$ cat config.mk
export PLATFORM = sky130hd
export DESIGN_NAME = irq_fiq_ctrl
export DESIGN_NICKNAME = d
export VERILOG_FILES = /design/src/rtl/irq_fiq_ctrl.sv
export SDC_FILE = /design/constraint.sdc
export NUM_CORES = 1
export LEC_CHECK = 0
export BUFFER_PORTS_ARGS = -buffer_cell sky130_fd_sc_hd__buf_2
export CAP_MARGIN = 0
export CORE_MARGIN = 4
export CORE_UTILIZATION = 49
export CTS_CLUSTER_SIZE = 16
export DETAILED_ROUTE_END_ITERATION = 16
export PLACE_DENSITY = 0.74
export SLEW_MARGIN = 15
export SYNTH_ARGS = -nofsm -noshare
export SYNTH_HDL_FRONTEND = slang
export SYNTH_SLANG_ARGS = --single-unit
$ cat constraint.sdc
create_clock -name clk -period 1.4 [get_ports clk]
set_input_delay 0.14 -clock clk [delete_from_list [all_inputs] [get_ports clk]]
set_output_delay 0.14 -clock clk [all_outputs]
set_load 0.02 [all_outputs]
$ cat src/rtl/irq_fiq_ctrl.sv
module irq_fiq_ctrl #(
  parameter int N_SRC = 32,
  parameter int AW    = 8
) (
  input  logic             clk,
  input  logic             rst_n,
  input  logic [N_SRC-1:0] irq_src,
  input  logic             fiq_src,
  input  logic             bus_en,
  input  logic             bus_wr,
  input  logic             bus_bank,
  input  logic [AW-1:0]    bus_addr,
  input  logic [31:0]      bus_wdata,
  output logic [31:0]      bus_rdata,
  output logic             irq_n,
  output logic             fiq_n
);
  localparam int DW = 32;
  localparam logic [2:0] W_MSK = 3'd0;
  localparam logic [2:0] W_RAW = 3'd1;
  localparam logic [2:0] W_SET = 3'd2;
  localparam logic [2:0] W_CLR = 3'd3;
  localparam logic [2:0] W_SW  = 3'd4;

  logic [DW-1:0] irq_en, fiq_en, sw_req;
  logic [DW-1:0] irq_raw, fiq_raw, irq_msk, fiq_msk;
  logic [2:0]    word;
  logic          mapped, wr_n, wr_f, rd_n, rd_f;

  assign irq_raw = DW'(irq_src) | sw_req;
  assign fiq_raw = {{(DW-1){1'b0}}, fiq_src};
  assign irq_msk = irq_raw & irq_en;
  assign fiq_msk = fiq_raw & fiq_en;

  assign irq_n = ~|irq_msk;
  assign fiq_n = ~fiq_msk[0];

  assign word   = bus_addr[4:2];
  assign mapped = ((bus_addr >> 5) == '0) && (bus_addr[1:0] == 2'b00);
  assign wr_n   = bus_en &  bus_wr & ~bus_bank & mapped;
  assign wr_f   = bus_en &  bus_wr &  bus_bank & mapped;
  assign rd_n   = bus_en & ~bus_wr & ~bus_bank & mapped;
  assign rd_f   = bus_en & ~bus_wr &  bus_bank & mapped;

  always_ff @(posedge clk or negedge rst_n) begin
    if (!rst_n) begin
      irq_en <= '0;
      fiq_en <= '0;
      sw_req <= '0;
    end else begin
      if (wr_n && word == W_SET) irq_en <= irq_en | bus_wdata;
      if (wr_n && word == W_CLR) irq_en <= irq_en & ~bus_wdata;
      if (wr_n && word == W_SW)  sw_req <= bus_wdata;
      if (wr_f && word == W_SET) fiq_en <= fiq_en | bus_wdata;
      if (wr_f && word == W_CLR) fiq_en <= fiq_en & ~bus_wdata;
    end
  end

  always_comb begin
    bus_rdata = '0;
    if (rd_n) begin
      case (word)
        W_MSK:   bus_rdata = irq_msk;
        W_RAW:   bus_rdata = irq_raw;
        W_SET:   bus_rdata = irq_en;
        default: bus_rdata = '0;
      endcase
    end else if (rd_f) begin
      case (word)
        W_MSK:   bus_rdata = fiq_msk;
        W_RAW:   bus_rdata = fiq_raw;
        W_SET:   bus_rdata = fiq_en;
        default: bus_rdata = '0;
      endcase
    end
  end
endmodule


; ---- Yosys cells after proc, flatten, opt, wreduce, memory -nomap -nowiden
; Index checks and enable logic that the tools add are counted.
[op_classes]
n_addsub = 0
n_mul = 0
div = 0
magnitude_cmp = 0
eq_ne = 4
shifts = 0
muxes = 8
bitwise = 21
reduce_logical = 13
[op_table]
columns = operator, n
row1 = $mux 32, 6
row2 = $pmux 32 s3, 2
row3 = $and 32x32->32, 3
row4 = $or 32x32->32, 3
row5 = $and 1x32->32, 1
row6 = $not 32->32, 1
row7 = $reduce_or 32->1, 1
row8 = $and 1x1->1, 10
row9 = $logic_not 8->1, 1
row10 = $eq 3x2->1 const B, 2
row11 = $logic_and 1x1->1, 6
row12 = $reduce_bool 2->1, 2
row13 = $eq 3x1->1 const B, 1
row14 = $eq 3x3->1 const B, 1
row15 = $logic_not 3->1, 1
row16 = $not 1->1, 3
row17 = $logic_not 2->1, 1
row18 = $logic_not 1->1, 1
[totals]
ff_bits = 96
latch_bits = 0
ramBits = 0
romBits = 0
in_bits = 78
word_cells = 49
n_memories = 0

; ---- Depth between registers and ports, before layout
; Gate-level depths: netlist of run 1.
[depth]
depth_word = 6
mapped_depth = 6

; ---- Least setup slack after synthesis of run 1
; No wires, ideal clock.
[synth_timing]
path_type = input-to-output
from = in bus_addr[7]
to = out bus_rdata[10]
t_arrival_ns = 1.745
setup_slack_ns = -0.485
cell_stages = 5
n_path_buf = 1
path_cell_list = or4b_4 nor3_1 nand3b_1 clkbuf_1 o21ai_0
[synth_between]
elab_chain_cells = 5
word_cells_on_any_way = 6
cone_classes = 2 x mux / 2 x bitwise / 2 x reduce/logical
[synth_rtl]
columns = item, line
row1 = "start, declared", 12  ; input logic [AW-1:0] bus_addr,
row2 = $logic_not 8->1 (*), 39  ; assign mapped = ((bus_addr >> 5) == '0) && (bus_addr[1:0] == 2'b00);
row3 = $logic_and 1x1->1 (*), 39
row4 = $and 1x1->1, 43  ; assign rd_f = bus_en & ~bus_wr & bus_bank & mapped;
row5 = $mux 32, 68  ; end else if (rd_f) begin
row6 = $mux 32 (*), 61  ; if (rd_n) begin
row7 = "end, declared", 14  ; output logic [31:0] bus_rdata,
; Every way passes the cells marked *; elsewhere a longest branch is shown, timed or not.

; ---- Final worst setup path of run 1
[layout_timing]
from = reg sw_req[0]
to = out irq_n
[layout_between]
elab_chain_cells = 4
[layout_rtl]
columns = item, line
row1 = "start, declared", 25  ; logic [DW-1:0] irq_en, fiq_en, sw_req;
row2 = "start signal, assigned", 53  ; if (wr_n && word == W_SW) sw_req <= bus_wdata;
row3 = $or 32x32->32, 30  ; assign irq_raw = DW'(irq_src) | sw_req;
row4 = $and 32x32->32, 32  ; assign irq_msk = irq_raw & irq_en;
row5 = $reduce_or 32->1, 35  ; assign irq_n = ~|irq_msk;
row6 = $logic_not 1->1, 35
row7 = "end, declared", 15  ; output logic irq_n,
; Every way passes these cells.

==> impl_metrics.json, run 1 <==
{
  "maxCapViolCount": 0,
  "required_ns": 1.26,
  "worst-path-max-fanout": 2,
  "rrSetupSlack_ns": 0.31,
  "power.density_mw_per_mm2": 678,
  "routed-wl-met3_um": 1320,
  "place.gp.congestion": 0.822,
  "synth.distinct_cells": 30,
  "rows": 36,
  "dr_total_vias": 5109,
  "synthArstFlopShare": 1.00,
  "numPlacedInstances": 819,
  "setup_violations": 129,
  "ios": 112,
  "start_util": 0.507,
  "skew_ns": 0,
  "clk_latency_ns": 0.37,
  "worstRegToRegCells": 3,
  "cp.arrival_ns": 2.08,
  "synth_xor_xnor_area_share": 0,
  "syn_inst": 507,
  "whs_ns": 0.0588,
  "antenna_cells": 0,
  "drv_slew": 0,
  "drt_iter0_markers": 303,
  "ant_nets": 0,
  "r2r-start": "sw_req[0]$_DFFE_PN0P_",
  "antenna_found_initial": 1,
  "power.leakage_nw": 4.85,
  "design.core.area_sq_mm": 0.00986,
  "syn_area_sq_mm": 0.00500,
  "fin_nets": 803,
  "n_fill_cell": 472,
  "yosys-top-cells-area": "dfrtp_1 48%, mux2i_1 13%, nand2_1 7.2%",
  "netlist.area_leader.share": 0.481,
  "via_per_inst": 5.92,
  "grt_usage": 0.296,
  "cts_tree": "done",
  "status": "finished, violations left",
  "synth_compound_area_frac": 0.122,
  "clk_path_buf_depth": 2,
  "ys_warn_count": 0,
  "cts_made_buffers": 9,
  "syn_avg_cell_area_sq_um": 9.86,
  "tightest_slew_ns": 0.743,
  "highest_layer": "met5",
  "yosys.area_share.adder": 0,
  "fin_crit_ns": 2.22,
  "peakVddDrop_mv": 0.492,
  "synth_nets": 585,
  "power.internal_mw": 4.15,
  "clock.fmax_mhz": 450,
  "final_common_cell": "dfrtp_1",
  "io_buffers": 111,
  "drtPass1Iterations": 4,
  "hold_class": "in2reg",
  "clock-root-buffer": "clkbuf_8",
  "fin_crit_sh": 1.59,
  "synth_area_leader_cell": "dfrtp_1",
  "fin_ws_ns": -0.822,
  "grt_pass1_vias": 5216,
  "max-slew-margin-rel": 0.498,
  "cts_sinks": 96,
  "crit_type": "reg2out",
  "cp-start-kind": "flop",
  "synth_ff_type": "dfrtp_1",
  "design.die.area_sq_mm": 0.0119,
  "synth_edf_count": 0,
  "post-route-drc-count": 0,
  "holdPathStages": 3,
  "drt_wl_total_um": 20500,
  "hold_viol": 0,
  "wl_met1_um": 7430,
  "cts.clk_slew.worst_paths_ns": 0.11,
  "min_from": "bus_wdata[9]",
  "cts_max_level": 3,
  "p_sw_frac": 0.270,
  "die_x_um": 109,
  "syn_to_final_growth_pct": 67.8,
  "grt_max_degree": 40,
  "rsz0062_at_grt": "yes",
  "seq_area_frac_synth": 0.481,
  "most-common-layout-cells": "96 x dfrtp_1, 89 x buf_4, 77 x nand2_4",
  "synth_top_family_by_area": "multiplexers",
  "power_frac_seq": 0.500,
  "fin_cells": 863,
  "grt_pass1_wl_um": 26700,
  "fp.dieH_um": 109,
  "synth-seq-cells": 96,
  "overflow": 0,
  "clockPowerShare": 0.369,
  "dp_hpwl_um": 10600,
  "p_sw_mw": 1.53,
  "drive_gt1_frac": 0.574,
  "synthMuxAreaShare": 0.200,
  "yosys.area_share.simple": 0.115,
  "critPathCaptureType": "primary output",
  "pwr-share-comb": 0.130,
  "dr_wl_met2_um": 10500,
  "violations": "setup timing",
  "worstReg2RegEnd": "sw_req[0]$_DFFE_PN0P_",
  "wl_per_cell_um": 23.7
}
-- power groups by stage --
stage / Sequential [mW] / Combinational, mW / Clock [mW]
global route: 2.85 / 0.782 / 2.23
CTS: 2.84 / 0.648 / 2.07
detailed placement: 2.89 / 0.594 / 0
global placement: 2.88 / 0.579 / 0
finish: 2.84 / 0.740 / 2.10
floorplan: 2.89 / 0.197 / 0
-- metal layers --
layer | GRT usage | up-vias
met5 | 0 | -
met4 | 0.111 | 2
met3 | 0.0610 | 96
met2 | 0.525 | 262
met1 | 0.354 | 2563
li1 | - | 2186
-- how the worst max path moves through the flow --
stage | start | slack [ns] | cells past startpoint | endpoint
finish | sw_req[0]$_DFFE_PN0P_ | -0.82 | 5 | irq_n
CTS | sw_req[9]$_DFFE_PN0P_ | -0.63 | 5 | irq_n
floorplan | bus_addr[7] | -0.30 | 5 | bus_rdata[14]
detailed placement | bus_addr[7] | -0.51 | 7 | bus_rdata[29]
global placement | bus_addr[7] | -0.50 | 7 | bus_rdata[20]
global route | sw_req[0]$_DFFE_PN0P_ | -0.82 | 5 | irq_n
-- logic make-up after synthesis --
kind of cell	Yosys count
and+or+nand+nor	123
muxes	96
DFF	96
buffers and inverters	95
AOI/OAI and AO/OA	97
-- stage by stage --
step / instance area (sq um) / utilization / total power [mW] / TNS, ns / worst slack (ns)
2_1_floorplan: 5230 / - / 3.08 / -25.36 / -0.296
3_3_place_gp: 6620 / 0.671 / 3.46 / -52.03 / -0.497
3_5_place_dp: 6620 / 0.671 / 3.48 / -55.08 / -0.509
4_1_cts: 7770 / 0.788 / 5.56 / -37.40 / -0.629
5_1_grt: 8380 / 0.850 / 5.86 / -50.47 / -0.819
6_report: 8380 / 0.850 / 5.68 / -47.68 / -0.822
-- synth_stat cells (2+ instances only) --
master	n
nor2_1	3
o21ai_1	5
mux2_1	8
nand4_1	8
nand3b_1	2
buf_1	3
nor4_4	2
or4_1	2
buf_2	6
clkbuf_1	15
nor3_1	2
mux2i_1	64
o32ai_1	31
o21ai_0	58
mux2_2	24
nand2_1	96
buf_6	6
inv_1	65
dfrtp_1	96
-- area by class of cell --
type	count	area (sq um)	share of cell area
Timing Repair Buffer	237	2140	0.255
Multi-Input combinational cell	316	3210	0.383
Clock buffer	11	141	0.0169
Tap cell	133	166	0.0199
Clock inverter	5	80.1	0.00955
Inverter	65	244	0.0291
Sequential cell	96	2400	0.287
-- worst max-delay path: stages, from the launching register on --
cell,delay [ns]
dfrtp_1,0.43
o21ai_2,0.24
nand4_1,0.19
or4_4,0.56
nor2_4,0.15
buf_6,0.13
-- what timing repair did --
item,CTS,global route
cloned,9,3
hold endpoints to repair,27,0
endpoints found under the setup margin,97,129
hold buffers,1,0
pin swaps,43,32
buffers inserted,14,5
resized for setup,180,118
Power figures use the tool's default switching activity.
==> inputs of run 2 (changes only) <==
Settings changed: CORE_MARGIN 4 to not set.
Clock period 1.4 ns to 1.8 ns, I/O delays scaled along.
==> run 2 against run 1 <==
The flow still finishes with violations (setup timing). Clock power down 33%. Largest cell class unchanged. Total power decreased by 29%. Wire length down 25%. Critical endpoint is now bus_rdata[11]. Clock skew unchanged. Count of clock-buffer cells in the layout down 1. First-iteration DRC count fell by 47%. Critical path type is now in2out.
==> impl_metrics.json, run 2 (same netlist as run 1, synthesis figures left out) <==
{
  "status": "finished, violations left",
  "violations": "setup timing",
  "post-route-drc-count": 0,
  "cts_max_level": 3,
  "drive_gt1_frac": 0.425,
  "fin_tns_setup_ns": -7.33,
  "grt_pass1_vias": 4654,
  "drt_wl_total_um": 15300,
  "clk_latency_ns": 0.35,
  "antenna_cells": 0,
  "clock.fmax_mhz": 477,
  "cp.arrival_ns": 1.92,
  "cts.clk_slew.worst_paths_ns": 0.10,
  "fin_crit_ns": 2.10,
  "pre_cts_slack_ns": -0.273,
  "dp_hpwl_um": 9590,
  "grt_usage": 0.296,
  "cts_made_buffers": 9,
  "cp-start-kind": "input port",
  "grt_util_met2": 0.520,
  "multi_input_area_sq_mm": 0.00264,
  "fin_cells": 787,
  "fp.dieH_um": 103,
  "met3_usage": 0.0563,
  "maxCapViolCount": 0,
  "start_util": 0.509,
  "antenna_found_initial": 0,
  "crit_type": "in2out",
  "cts_tree": "done",
  "hold_class": "in2reg",
  "dr_total_vias": 4400,
  "rsz0062_at_grt": "yes",
  "design.core.area_sq_mm": 0.00982,
  "fin_crit_sh": 1.16,
  "max-slew-margin-rel": 0.667,
  "seq_area_sq_mm": 0.00240,
  "busiest_layer": "met2",
  "skew_ns": 0,
  "overflow": 0,
  "rows": 36,
  "clk_path_buf_depth": 2,
  "required_ns": 1.62,
  "io_buffers": 111,
  "drt_iter0_markers": 160,
  "syn_to_final_growth_pct": 39.2,
  "grt_max_degree": 98,
  "hold_viol": 0,
  "most-common-layout-cells": "96 x dfrtp_1, 75 x buf_2, 65 x nand2_1, 65 x inv_1, 64 x mux2i_1",
  "drtPass1Iterations": 4,
  "setup_violations": 32,
  "ios": 112,
  "critPathCaptureType": "primary output",
  "final_common_cell": "dfrtp_1",
  "power.density_mw_per_mm2": 584,
  "n_fill_cell": 741,
  "wl_per_cell_um": 19.5,
  "clock-root-buffer": "clkbuf_8",
  "die_x_um": 103,
  "design.die.area_sq_mm": 0.0106,
  "ant_nets": 0,
  "peakVddDrop_mv": 0.385,
  "fin_ws_ns": -0.297,
  "grt_pass1_wl_um": 23300,
  "tightest_slew_ns": 0.498,
  "place.gp.congestion": 0.818,
  "gr-usage-met1": 0.360,
  "drv_slew": 0,
  "via_per_inst": 5.59,
  "numPlacedInstances": 760,
  "power.leakage_nw": 3.77,
  "worst-path-max-fanout": 9,
  "fin_nets": 728,
  "cts_sinks": 96
}
==> run 2: changes by cell type in the layout (fill, tap and decap cells not counted), moves of 10 or more <==
| cell | before | now |
|---|---|---|
| nand2_1 | 15 | 65 |
| buf_12 | 19 | 9 |
| o21ai_2 | 17 | 30 |
| nand2_4 | 77 | 29 |
| o21ai_4 | 24 | 6 |
| buf_4 | 89 | 39 |
==> run 2: routing by layer <==
layer / routed length [um] / vias to the layer above
li1: - / 2029
met5: 0 / -
met1: 5930 / 2188
met2: 8080 / 157
met3: 1010 / 26
met4: 316 / 0
==> run 2: through the flow <==
step | hold slack [ns] | cell area (sq um) | utilization | total power [mW]
2_1_floorplan | -0.116 | 5030 | - | 2.39
3_3_place_gp | 0.159 | 6000 | 0.611 | 2.64
3_5_place_dp | 0.172 | 6000 | 0.611 | 2.65
4_1_cts | 0.0621 | 6870 | 0.699 | 4.05
5_1_grt | 0.0560 | 6950 | 0.708 | 4.19
6_report | 0.0664 | 6950 | 0.708 | 4.06
==> run 2: final timing paths <==
path / from / endpoint / slack (ns) / depth (start not counted)
setup / recovery: bus_addr[7] / bus_rdata[11] / -0.30 / 9
hold / removal: bus_wdata[12] / sw_req[12]$_DFFE_PN0P_ / 0.07 / 2
setup reg to reg: sw_req[5]$_DFFE_PN0P_ / sw_req[5]$_DFFE_PN0P_ / 0.86 / 2
hold reg to reg: sw_req[9]$_DFFE_PN0P_ / sw_req[9]$_DFFE_PN0P_ / 0.53 / 1
max in group asynchronous: rst_n / sw_req[10]$_DFFE_PN0P_ / 0.87 / 3
min in group asynchronous: rst_n / asynchronous set/reset pin / 0.30 / 2
==> run 2: where the power goes <==
group | total (mW) | internal (mW) | leakage, nW | switching, mW
combinational | 0.438 | 0.177 | 2.67 | 0.261
sequential | 2.21 | 2.19 | 1.01 | 0.0277
clock | 1.41 | 0.637 | 0.0883 | 0.771
==> run 2: critical path, cell delays in order <==
cell and delay (ns):
buf_6 0.09, or4b_4 0.53, buf_4 0.16, nor3_4 0.14, nand3b_1 0.12, buf_4 0.18
buf_12 0.16, o21ai_4 0.20, buf_6 0.15
==> run 2: cell type report <==
type	count	area share
well taps	133	0.0239
repair buffers	162	0.190
inverters	65	0.0351
flip-flops and latches	96	0.345
clock buffers	10	0.0184
clock inverters	5	0.00846
multi-input cells	316	0.379
==> run 2: repair_timing <==
item                                   4_1_cts  5_1_grt
buffers inserted                            12        1
gates resized for setup                    179       38
hold buffers                                 1        0
endpoints found under the hold margin       30        0
gates cloned                                 5        0
setup endpoints to repair                   32       67
pin swaps                                   44       10
